==> src/rtl/dma_seq_pkg.sv <==
package dma_seq_pkg;

  localparam int CMD_W  = 8;
  localparam int SEMW_W = 32;
  localparam int DB_W   = 32;

  typedef enum logic [3:0] {
    ST_IDLE, ST_CHECK, ST_PRE, ST_FENCE, ST_DMA_GO,
    ST_DMA_WAIT, ST_POST, ST_DB, ST_DONE
  } seq_state_e;

  // command byte fields
  function automatic logic [1:0] cmd_dir(input logic [CMD_W-1:0] c);
    return c[1:0];
  endfunction
  function automatic logic cmd_bulk(input logic [CMD_W-1:0] c);
    return c[3];
  endfunction
  function automatic logic cmd_want_rsp(input logic [CMD_W-1:0] c);
    return c[4];
  endfunction
  function automatic logic cmd_force_irq(input logic [CMD_W-1:0] c);
    return c[7];
  endfunction

  // semaphore word fields
  function automatic logic sem_on(input logic [SEMW_W-1:0] w);
    return w[31];
  endfunction
  function automatic logic sem_fence_h2d(input logic [SEMW_W-1:0] w);
    return w[30];
  endfunction
  function automatic logic sem_fence_d2h(input logic [SEMW_W-1:0] w);
    return w[29];
  endfunction
  function automatic logic [2:0] sem_opcode(input logic [SEMW_W-1:0] w);
    return w[26:24];
  endfunction
  function automatic logic sem_is_pre(input logic [SEMW_W-1:0] w);
    return w[22];
  endfunction
  function automatic logic [4:0] sem_index(input logic [SEMW_W-1:0] w);
    return w[20:16];
  endfunction
  function automatic logic [11:0] sem_operand(input logic [SEMW_W-1:0] w);
    return w[11:0];
  endfunction
  // op codes 1..6 do work; 0 is no-op, 7 reserved
  function automatic logic sem_op_real(input logic [SEMW_W-1:0] w);
    return (sem_opcode(w) != 3'd0) && (sem_opcode(w) != 3'd7);
  endfunction

  // doorbell attribute fields
  function automatic logic db_enabled(input logic [7:0] a);
    return a[7] && (a[1:0] != 2'd3);
  endfunction
  function automatic logic [DB_W-1:0] db_mask(input logic [DB_W-1:0] d,
                                               input logic [1:0] code);
    case (code)
      2'd1:    return {16'h0, d[15:0]};
      2'd2:    return {24'h0, d[7:0]};
      default: return d;
    endcase
  endfunction

endpackage

==> src/rtl/dma_seq_hold.sv <==
module dma_seq_hold #(
  parameter int ADDR_W = 64,
  parameter int LEN_W  = 32,
  parameter int ID_W   = 16,
  parameter int N_SEM  = 4
) (
  input  logic                          clk,
  input  logic                          rst_n,
  input  logic                          load,
  input  logic [ID_W-1:0]               in_id,
  input  logic [ID_W-1:0]               in_seq,
  input  logic [7:0]                    in_cmd,
  input  logic [ADDR_W-1:0]             in_src,
  input  logic [ADDR_W-1:0]             in_dst,
  input  logic [LEN_W-1:0]              in_len,
  input  logic [ADDR_W-1:0]             in_db_addr,
  input  logic [7:0]                    in_db_attr,
  input  logic [31:0]                   in_db_data,
  input  logic [N_SEM-1:0][31:0]        in_sem,
  output logic [ID_W-1:0]               q_id,
  output logic [ID_W-1:0]               q_seq,
  output logic [7:0]                    q_cmd,
  output logic [ADDR_W-1:0]             q_src,
  output logic [ADDR_W-1:0]             q_dst,
  output logic [LEN_W-1:0]              q_len,
  output logic [ADDR_W-1:0]             q_db_addr,
  output logic [7:0]                    q_db_attr,
  output logic [31:0]                   q_db_data,
  output logic [N_SEM-1:0][31:0]        q_sem
);
  always_ff @(posedge clk) begin
    if (!rst_n) begin
      q_id      <= '0;
      q_seq     <= '0;
      q_cmd     <= '0;
      q_src     <= '0;
      q_dst     <= '0;
      q_len     <= '0;
      q_db_addr <= '0;
      q_db_attr <= '0;
      q_db_data <= '0;
      q_sem     <= '0;
    end else if (load) begin
      q_id      <= in_id;
      q_seq     <= in_seq;
      q_cmd     <= in_cmd;
      q_src     <= in_src;
      q_dst     <= in_dst;
      q_len     <= in_len;
      q_db_addr <= in_db_addr;
      q_db_attr <= in_db_attr;
      q_db_data <= in_db_data;
      q_sem     <= in_sem;
    end
  end
endmodule

==> src/rtl/dma_seq_decode.sv <==
module dma_seq_decode
  import dma_seq_pkg::*;
#(
  parameter int N_SEM = 4,
  localparam int PTR_W = (N_SEM > 1) ? $clog2(N_SEM) : 1
) (
  input  logic [7:0]             cmd,
  input  logic [N_SEM-1:0][31:0] sem,
  output logic                   dir_none,
  output logic                   bad,
  output logic                   pre_do,
  output logic [PTR_W-1:0]       pre_sel,
  output logic                   need_h2d,
  output logic                   need_d2h,
  output logic [N_SEM-1:0]       post_mask
);
  logic [PTR_W:0] pre_cnt;
  logic           pre_real;

  always_comb begin
    pre_cnt   = '0;
    pre_sel   = '0;
    pre_real  = 1'b0;
    need_h2d  = 1'b0;
    need_d2h  = 1'b0;
    post_mask = '0;
    for (int i = 0; i < N_SEM; i++) begin
      if (sem_on(sem[i])) begin
        need_h2d = need_h2d | sem_fence_h2d(sem[i]);
        need_d2h = need_d2h | sem_fence_d2h(sem[i]);
        if (sem_is_pre(sem[i])) begin
          pre_cnt  = pre_cnt + 1'b1;
          pre_sel  = PTR_W'(i);
          pre_real = sem_op_real(sem[i]);
        end else if (sem_op_real(sem[i])) begin
          post_mask[i] = 1'b1;
        end
      end
    end
  end

  assign dir_none = (cmd_dir(cmd) == 2'd0);
  assign bad      = (cmd_dir(cmd) == 2'd3) || (pre_cnt > 1);
  assign pre_do   = (pre_cnt == 1) && pre_real;
endmodule

==> src/rtl/dma_seq_ctrl.sv <==
module dma_seq_ctrl
  import dma_seq_pkg::*;
#(
  parameter int N_SEM = 4,
  localparam int PTR_W = (N_SEM > 1) ? $clog2(N_SEM) : 1
) (
  input  logic             clk,
  input  logic             rst_n,
  input  logic             req_valid,
  input  logic             bad,
  input  logic             dir_none,
  input  logic             pre_do,
  input  logic             need_h2d,
  input  logic             need_d2h,
  input  logic [N_SEM-1:0] post_mask,
  input  logic             h2d_busy,
  input  logic             d2h_busy,
  input  logic             sem_ack,
  input  logic             dma_done,
  input  logic             db_go,
  input  logic             db_ack,
  output seq_state_e       state,
  output logic [PTR_W-1:0] ptr,
  output logic             load,
  output logic             sem_req,
  output logic             dma_start,
  output logic             db_req,
  output logic             done
);
  seq_state_e       nstate;
  logic [PTR_W-1:0] nptr;
  logic             fence_clear;
  logic             post_adv;
  logic             post_last;

  assign fence_clear = !(need_h2d && h2d_busy) && !(need_d2h && d2h_busy);
  assign post_adv    = !post_mask[ptr] || sem_ack;
  assign post_last   = (ptr == PTR_W'(N_SEM - 1));

  always_comb begin
    nstate = state;
    nptr   = ptr;
    case (state)
      ST_IDLE:     if (req_valid) nstate = ST_CHECK;
      ST_CHECK: begin
        nptr   = '0;
        nstate = bad ? ST_DONE : ST_PRE;
      end
      ST_PRE:      if (!pre_do || sem_ack) nstate = ST_FENCE;
      ST_FENCE:    if (fence_clear) nstate = dir_none ? ST_POST : ST_DMA_GO;
      ST_DMA_GO:   nstate = ST_DMA_WAIT;
      ST_DMA_WAIT: if (dma_done) nstate = ST_POST;
      ST_POST: begin
        if (post_adv) begin
          if (post_last) nstate = ST_DB;
          else           nptr   = ptr + 1'b1;
        end
      end
      ST_DB:       if (!db_go || db_ack) nstate = ST_DONE;
      ST_DONE:     nstate = ST_IDLE;
      default:     nstate = ST_IDLE;
    endcase
  end

  always_ff @(posedge clk) begin
    if (!rst_n) begin
      state <= ST_IDLE;
      ptr   <= '0;
    end else begin
      state <= nstate;
      ptr   <= nptr;
    end
  end

  assign load      = (state == ST_IDLE) && req_valid;
  assign sem_req   = ((state == ST_PRE) && pre_do) ||
                     ((state == ST_POST) && post_mask[ptr]);
  assign dma_start = (state == ST_DMA_GO);
  assign db_req    = (state == ST_DB) && db_go;
  assign done      = (state == ST_DONE);
endmodule

==> src/rtl/dma_req_seq.sv <==
module dma_req_seq
  import dma_seq_pkg::*;
#(
  parameter int ADDR_W = 64,
  parameter int LEN_W  = 32,
  parameter int ID_W   = 16,
  parameter int N_SEM  = 4
) (
  input  logic                  clk,
  input  logic                  rst_n,
  input  logic                  force_irq_en,
  input  logic                  req_valid,
  output logic                  req_ready,
  input  logic [ID_W-1:0]       req_id,
  input  logic [ID_W-1:0]       req_seq,
  input  logic [7:0]            req_cmd,
  input  logic [ADDR_W-1:0]     req_src,
  input  logic [ADDR_W-1:0]     req_dst,
  input  logic [LEN_W-1:0]      req_len,
  input  logic [ADDR_W-1:0]     req_db_addr,
  input  logic [7:0]            req_db_attr,
  input  logic [31:0]           req_db_data,
  input  logic [N_SEM*32-1:0]   req_sem,
  input  logic                  h2d_busy,
  input  logic                  d2h_busy,
  output logic                  sem_req,
  input  logic                  sem_ack,
  output logic [2:0]            sem_op,
  output logic [4:0]            sem_idx,
  output logic [11:0]           sem_val,
  output logic                  dma_start,
  input  logic                  dma_done,
  output logic [1:0]            dma_dir,
  output logic                  dma_bulk,
  output logic [ADDR_W-1:0]     dma_src,
  output logic [ADDR_W-1:0]     dma_dst,
  output logic [LEN_W-1:0]      dma_len,
  output logic                  db_req,
  input  logic                  db_ack,
  output logic [ADDR_W-1:0]     db_addr,
  output logic [1:0]            db_width,
  output logic [31:0]           db_data,
  output logic                  rsp_valid,
  output logic [ID_W-1:0]       rsp_id,
  output logic [ID_W-1:0]       rsp_seq,
  output logic                  rsp_err,
  output logic                  irq
);
  localparam int PTR_W = (N_SEM > 1) ? $clog2(N_SEM) : 1;

  logic [N_SEM-1:0][31:0] sem_in;
  logic [N_SEM-1:0][31:0] sem_q;
  logic [ID_W-1:0]        id_q, seq_q;
  logic [7:0]             cmd_q, attr_q;
  logic [ADDR_W-1:0]      src_q, dst_q, dba_q;
  logic [LEN_W-1:0]       len_q;
  logic [31:0]            dbd_q;

  logic                   dir_none, bad, pre_do, need_h2d, need_d2h;
  logic [PTR_W-1:0]       pre_sel, ptr, sem_sel;
  logic [N_SEM-1:0]       post_mask;
  seq_state_e             state;
  logic                   load, done, db_go;
  logic [31:0]            sem_word;

  // named internal events, used by the checker
  logic                   evt_accept;
  logic                   evt_complete;

  assign sem_in = req_sem;

  dma_seq_hold #(
    .ADDR_W(ADDR_W), .LEN_W(LEN_W), .ID_W(ID_W), .N_SEM(N_SEM)
  ) hold_i (
    .clk(clk), .rst_n(rst_n), .load(load),
    .in_id(req_id), .in_seq(req_seq), .in_cmd(req_cmd),
    .in_src(req_src), .in_dst(req_dst), .in_len(req_len),
    .in_db_addr(req_db_addr), .in_db_attr(req_db_attr),
    .in_db_data(req_db_data), .in_sem(sem_in),
    .q_id(id_q), .q_seq(seq_q), .q_cmd(cmd_q),
    .q_src(src_q), .q_dst(dst_q), .q_len(len_q),
    .q_db_addr(dba_q), .q_db_attr(attr_q), .q_db_data(dbd_q),
    .q_sem(sem_q)
  );

  dma_seq_decode #(.N_SEM(N_SEM)) dec_i (
    .cmd(cmd_q), .sem(sem_q),
    .dir_none(dir_none), .bad(bad), .pre_do(pre_do), .pre_sel(pre_sel),
    .need_h2d(need_h2d), .need_d2h(need_d2h), .post_mask(post_mask)
  );

  assign db_go = db_enabled(attr_q);

  dma_seq_ctrl #(.N_SEM(N_SEM)) ctrl_i (
    .clk(clk), .rst_n(rst_n), .req_valid(req_valid),
    .bad(bad), .dir_none(dir_none), .pre_do(pre_do),
    .need_h2d(need_h2d), .need_d2h(need_d2h), .post_mask(post_mask),
    .h2d_busy(h2d_busy), .d2h_busy(d2h_busy),
    .sem_ack(sem_ack), .dma_done(dma_done), .db_go(db_go), .db_ack(db_ack),
    .state(state), .ptr(ptr), .load(load),
    .sem_req(sem_req), .dma_start(dma_start), .db_req(db_req), .done(done)
  );

  assign evt_accept   = load;
  assign evt_complete = done;
  assign req_ready    = (state == ST_IDLE);

  assign sem_sel  = (state == ST_PRE) ? pre_sel : ptr;
  assign sem_word = sem_q[sem_sel];
  assign sem_op   = sem_opcode(sem_word);
  assign sem_idx  = sem_index(sem_word);
  assign sem_val  = sem_operand(sem_word);

  assign dma_dir  = cmd_dir(cmd_q);
  assign dma_bulk = cmd_bulk(cmd_q);
  assign dma_src  = src_q;
  assign dma_dst  = dst_q;
  assign dma_len  = len_q;

  assign db_addr  = dba_q;
  assign db_width = attr_q[1:0];
  assign db_data  = db_mask(dbd_q, attr_q[1:0]);

  assign rsp_valid = done && (cmd_want_rsp(cmd_q) || bad);
  assign rsp_err   = done && bad;
  assign rsp_id    = id_q;
  assign rsp_seq   = seq_q;
  assign irq       = done && cmd_force_irq(cmd_q) && force_irq_en;
endmodule

==> config.mk <==
export PLATFORM = sky130hd
export DESIGN_NAME = dma_req_seq
export DESIGN_NICKNAME = d
export VERILOG_FILES = /design/src/rtl/dma_seq_pkg.sv /design/src/rtl/dma_seq_hold.sv /design/src/rtl/dma_seq_decode.sv /design/src/rtl/dma_seq_ctrl.sv /design/src/rtl/dma_req_seq.sv
export SDC_FILE = /design/constraint.sdc
export NUM_CORES = 1
export LEC_CHECK = 0
export BUFFER_PORTS_ARGS = -buffer_cell sky130_fd_sc_hd__buf_2
export CAP_MARGIN = 20
export CORE_AREA = 2 2 299 301
export CTS_BUF_LIST = sky130_fd_sc_hd__clkbuf_4
export DETAILED_ROUTE_END_ITERATION = 8
export DIE_AREA = 0 0 301 303
export GPL_TIMING_DRIVEN = 0
export HOLD_SLACK_MARGIN = 0.02
export PLACE_DENSITY = 0.39
export SYNTH_ARGS = -nofsm -noshare
export SYNTH_HDL_FRONTEND = slang
export SYNTH_SLANG_ARGS = --single-unit
export TNS_END_PERCENT = 20
==> constraint.sdc <==
create_clock -name clk -period 3.3 [get_ports clk]
set_clock_uncertainty 0.1 [all_clocks]
set_input_delay 0.33 -clock clk [delete_from_list [all_inputs] [get_ports clk]]
set_output_delay 0.33 -clock clk [all_outputs]
set_load 0.05 [all_outputs]
==> run summary, run 1 <==
H-tree Lvls: 3
top cells by area, synth: dfxtp_1 49%, nand2_1 20%, a21boi_1 18%
Die X: 301 um
post-CTS setup buffers: 32
clk root buf: clkbuf_4
CTS Hold Buffers Added: 822
Mapped Cells: 1998
most used flip-flop cell after synthesis: dfxtp_1
area leader, netlist: dfxtp_1
clk buf depth: 3
syn_nets: 2445
count leader, synth: nand2_1
Placement Setup Slack: -0.401 ns
total clock sinks: 398
stopping stage: clock tree synthesis
Yosys top cell area share: 49.1%
Yosys warnings: 0
status: stopped before the end
initial core utilization: 18.4%
overall die height: 303 um
GP Congestion: 0.806
Yosys reg bits: 398
cts repair resizes: 105
post-synthesis instance area: 16200 sq um
number of core rows: 109
I/O pins: 761
Synth top cells by count: 844 x nand2_1, 398 x dfxtp_1, 394 x a21boi_1
synthesized area per cell: 8.12 sq um
HPWL Detailed: 60.2 mm
IO buf count: 719
Async S/R FF share, synth: 0%
total CTS buffers: 121
register area share after synthesis: 49.1%
Stop Error: [ERROR RSZ-0060] Max buffer count reached.
Synth cell types: 52
Post-synth EDFFs: 0
cell families after synthesis:
kind of cell	synth area share, %
AND/OR/NAND/NOR	23.7
multiplexers	0.0617
AO/OA/AOI/OAI	21.9
adder cells (fa/ha/maj)	0.463
buffers and inverters	4.87
flip-flops	49.1
through the flow:
stage | instance area, sq um | std cells | utilization (%) | hold WS, ns
3_3_place_gp | 21300 | 3882 | 24.2 | 0.340
2_1_floorplan | 16200 | 1998 | - | 0.330
3_5_place_dp | 21300 | 3884 | 24.2 | 0.341
==> inputs of run 2 (changes only) <==
--- a/config.mk
+++ b/config.mk
@@ -8,12 +8,10 @@
 export BUFFER_PORTS_ARGS = -buffer_cell sky130_fd_sc_hd__buf_2
 export CAP_MARGIN = 20
 export CORE_AREA = 2 2 299 301
-export CTS_BUF_LIST = sky130_fd_sc_hd__clkbuf_4
 export DETAILED_ROUTE_END_ITERATION = 8
 export DIE_AREA = 0 0 301 303
 export GPL_TIMING_DRIVEN = 0
-export HOLD_SLACK_MARGIN = 0.02
-export PLACE_DENSITY = 0.39
+export PLACE_DENSITY_LB_ADDON = 0.15
 export SYNTH_ARGS = -nofsm -noshare
 export SYNTH_HDL_FRONTEND = slang
 export SYNTH_SLANG_ARGS = --single-unit
==> run 2 against run 1 <==
The flow now finishes, with violations (setup timing). Area after synthesis unchanged. Synthesized cell count unchanged.
==> run summary, run 2 <==
DR vias/cell: 3.99
HPWL Detailed: 59.1 mm
first-pass GRT wire length: 112 mm
initial core utilization: 18.4%
share of layout cells above drive strength 1: 29.3%
Tcrit/Tclk final: 111%
initial antenna violation count: 14
setup slack after layout: -0.368 ns
vias in the first global route: 17.7k
max-cap violations: 0
Worst IR Drop VDD: 0.000373 V
max reg flops: 96
Core Region: 88000 sq um
crit-path max cell delay: 0.36 ns
count leader, synth: nand2_1
Nets: 3630
Top reg by flops: hold_i.q_sem
Synth cell types: 52
status: finished, violations left
Worst Tran Pin Value: 1.11 ns
fmax: 273 MHz
setup_tns: -0.906 ns
Worst path slowest cell: dfxtp_4
clock transition at the registers of the reported paths: 0.06 ns
Async S/R FF share, synth: 0%
Clock Latency Late Sink: 0.60 ns
P&R area growth vs syn: 69.9%
synthesized area per cell: 8.12 sq um
Final Hold Fails: 0
Post-synth EDFFs: 0
routed wire length: 77.9 mm
critical path arrival: 3.24 ns
RSZ-0062 raised after global routing: yes
number of core rows: 109
clk root buf: clkbuf_16
Vias: 17.6k
GP Congestion: 0.799
clk buf depth: 3
Yosys reg bits: 398
min-delay worst type: in2reg
most common cell after layout, fill and taps aside: nand2_1
area leader, netlist: dfxtp_1
post-DR wirelength/cell: 17.7 um
IO buf count: 719
CP max FO: 2
syn_nets: 2445
Total GRT Usage: 16.3%
top cells by area, synth: dfxtp_1 49%, nand2_1 20%, a21boi_1 18%
most used flip-flop cell after synthesis: dfxtp_1
violated checks: setup timing
total clock sinks: 398
Most common cell on crit path: nand2_4
post-route ant nets: 0
Yosys warnings: 0
Setup Crit Path Kind: reg2out
setup violators final: 3
commonest cells after routing, fill and taps aside: 841 x nand2_1, 732 x buf_2, 394 x a21boi_1, 393 x dfxtp_1, 392 x dlygate4sd3_1
Slew Limit Headroom: 25.8%
Hold Worst Slack: 0.0696 ns
Worst setup SP type: register
Synth top cells by count: 844 x nand2_1, 398 x dfxtp_1, 394 x a21boi_1
Mapped Cells: 1998
Remaining DRCs: 0
TritonCTS clock tree: done
post-synthesis instance area: 16200 sq um
total CTS buffers: 52
Die X: 301 um
post-route minimum period: 3.67 ns
die area: 91200 sq um
Cell Pwr Density: 810 nW/um^2
register area share after synthesis: 49.1%
Yosys top cell area share: 49.1%
Worst Path Required: 2.87 ns
nature of the critical path endpoint: output port
Leak Pwr: 12.1 nW
max-slew violation count: 0
I/O pins: 761
H-tree Lvls: 2
overall die height: 303 um
Pwr Total: 22.3 mW
total grt overflow: 0
initial DRC count: 687
router iterations before antenna repair: 4
largest net degree at the start of global routing: 14
CP Cell Sequence: nand2_4, inv_4, ha_4, nand2_4, nand2_4, ha_4, nand3_2, o21a_1, inv_1, ha_2, nand4_1, a211o_1, and2_4, a2111oi_4, or2_1, buf_6
run 2: cell counts after synthesis:
Identical to the previous run, type by type.
run 2: kinds of logic after synthesis:
logic type | count (synthesis) | synth area share [%]
AO/OA/AOI/OAI | 473 | 21.9
adder cells (fa/ha/maj) | 6 | 0.463
buffers and inverters | 171 | 4.87
flip-flops | 398 | 49.1
multiplexers | 1 | 0.0617
AND/OR/NAND/NOR | 949 | 23.7
run 2: worst paths after layout:
check,cells past startpoint,startpoint,slack (ns),end
worst max-delay path,16,hold_i.q_sem[31],-0.37,sem_req
worst min-delay path,4,sem_ack,0.07,ctrl_i.state[2]
worst max register to register,17,hold_i.q_sem[31],0.33,ctrl_i.state[3]
worst min register to register,2,hold_i.q_db_data[13],0.35,hold_i.q_db_data[13]
run 2: worst max-delay path, delay by kind of cell, from the launching register on:
| kind | cells | cell delay, ns |
|---|---|---|
| buffers and inverters | 3 | 0.28 |
| DFF | 1 | 0.36 |
| AOI/OAI and AO/OA | 3 | 0.67 |
| adders and majority gates | 3 | 0.66 |
| and+or+nand+nor | 7 | 0.69 |
run 2: routing by layer:
metal,global-route usage [%],wire (um),vias up
met5,0,27,-
met3,3.44,4210,100
met1,20.7,35000,8075
li1,-,-,8921
met2,27.8,36900,467
met4,4.44,1710,4
run 2: area by class of cell:
type                    instances  area (sq um)
diodes                         12          30.0
plain buffers                 162           838
clock buffers                  81          1560
clock inverters                11           166
fillers                      9657         60400
inverters                       7          28.8
multi-input cells            1429          7690
flip-flops and latches        398          7980
well taps                    1165          1460
repair buffers               1133          7810
run 2: repair_timing:
action                     4_1_cts  5_1_grt
setup endpoints to repair       26       21
pin swaps                       12        6
buffers inserted                14        6
hold endpoints to repair       392        0
resized for setup               91       32
hold buffers                   392        0
run 2: stage by stage:
stage | instances | worst slack, ns | util (%) | area (sq um)
floorplan | 1998 | 0.0397 | - | 16200
global placement | 3882 | -0.513 | 24.2 | 21300
detailed placement | 3883 | -0.521 | 24.2 | 21300
CTS | 4380 | -0.582 | 31.1 | 27400
global route | 4392 | -0.537 | 31.3 | 27600
finish | 4398 | -0.368 | 31.3 | 27600
run 2: power by group:
part | internal, mW | switching, mW
logic | 2.84 | 7.24
registers | 5.84 | 0.587
clock network | 3.54 | 2.29
Note: power is estimated with default switching activity, not from simulation.
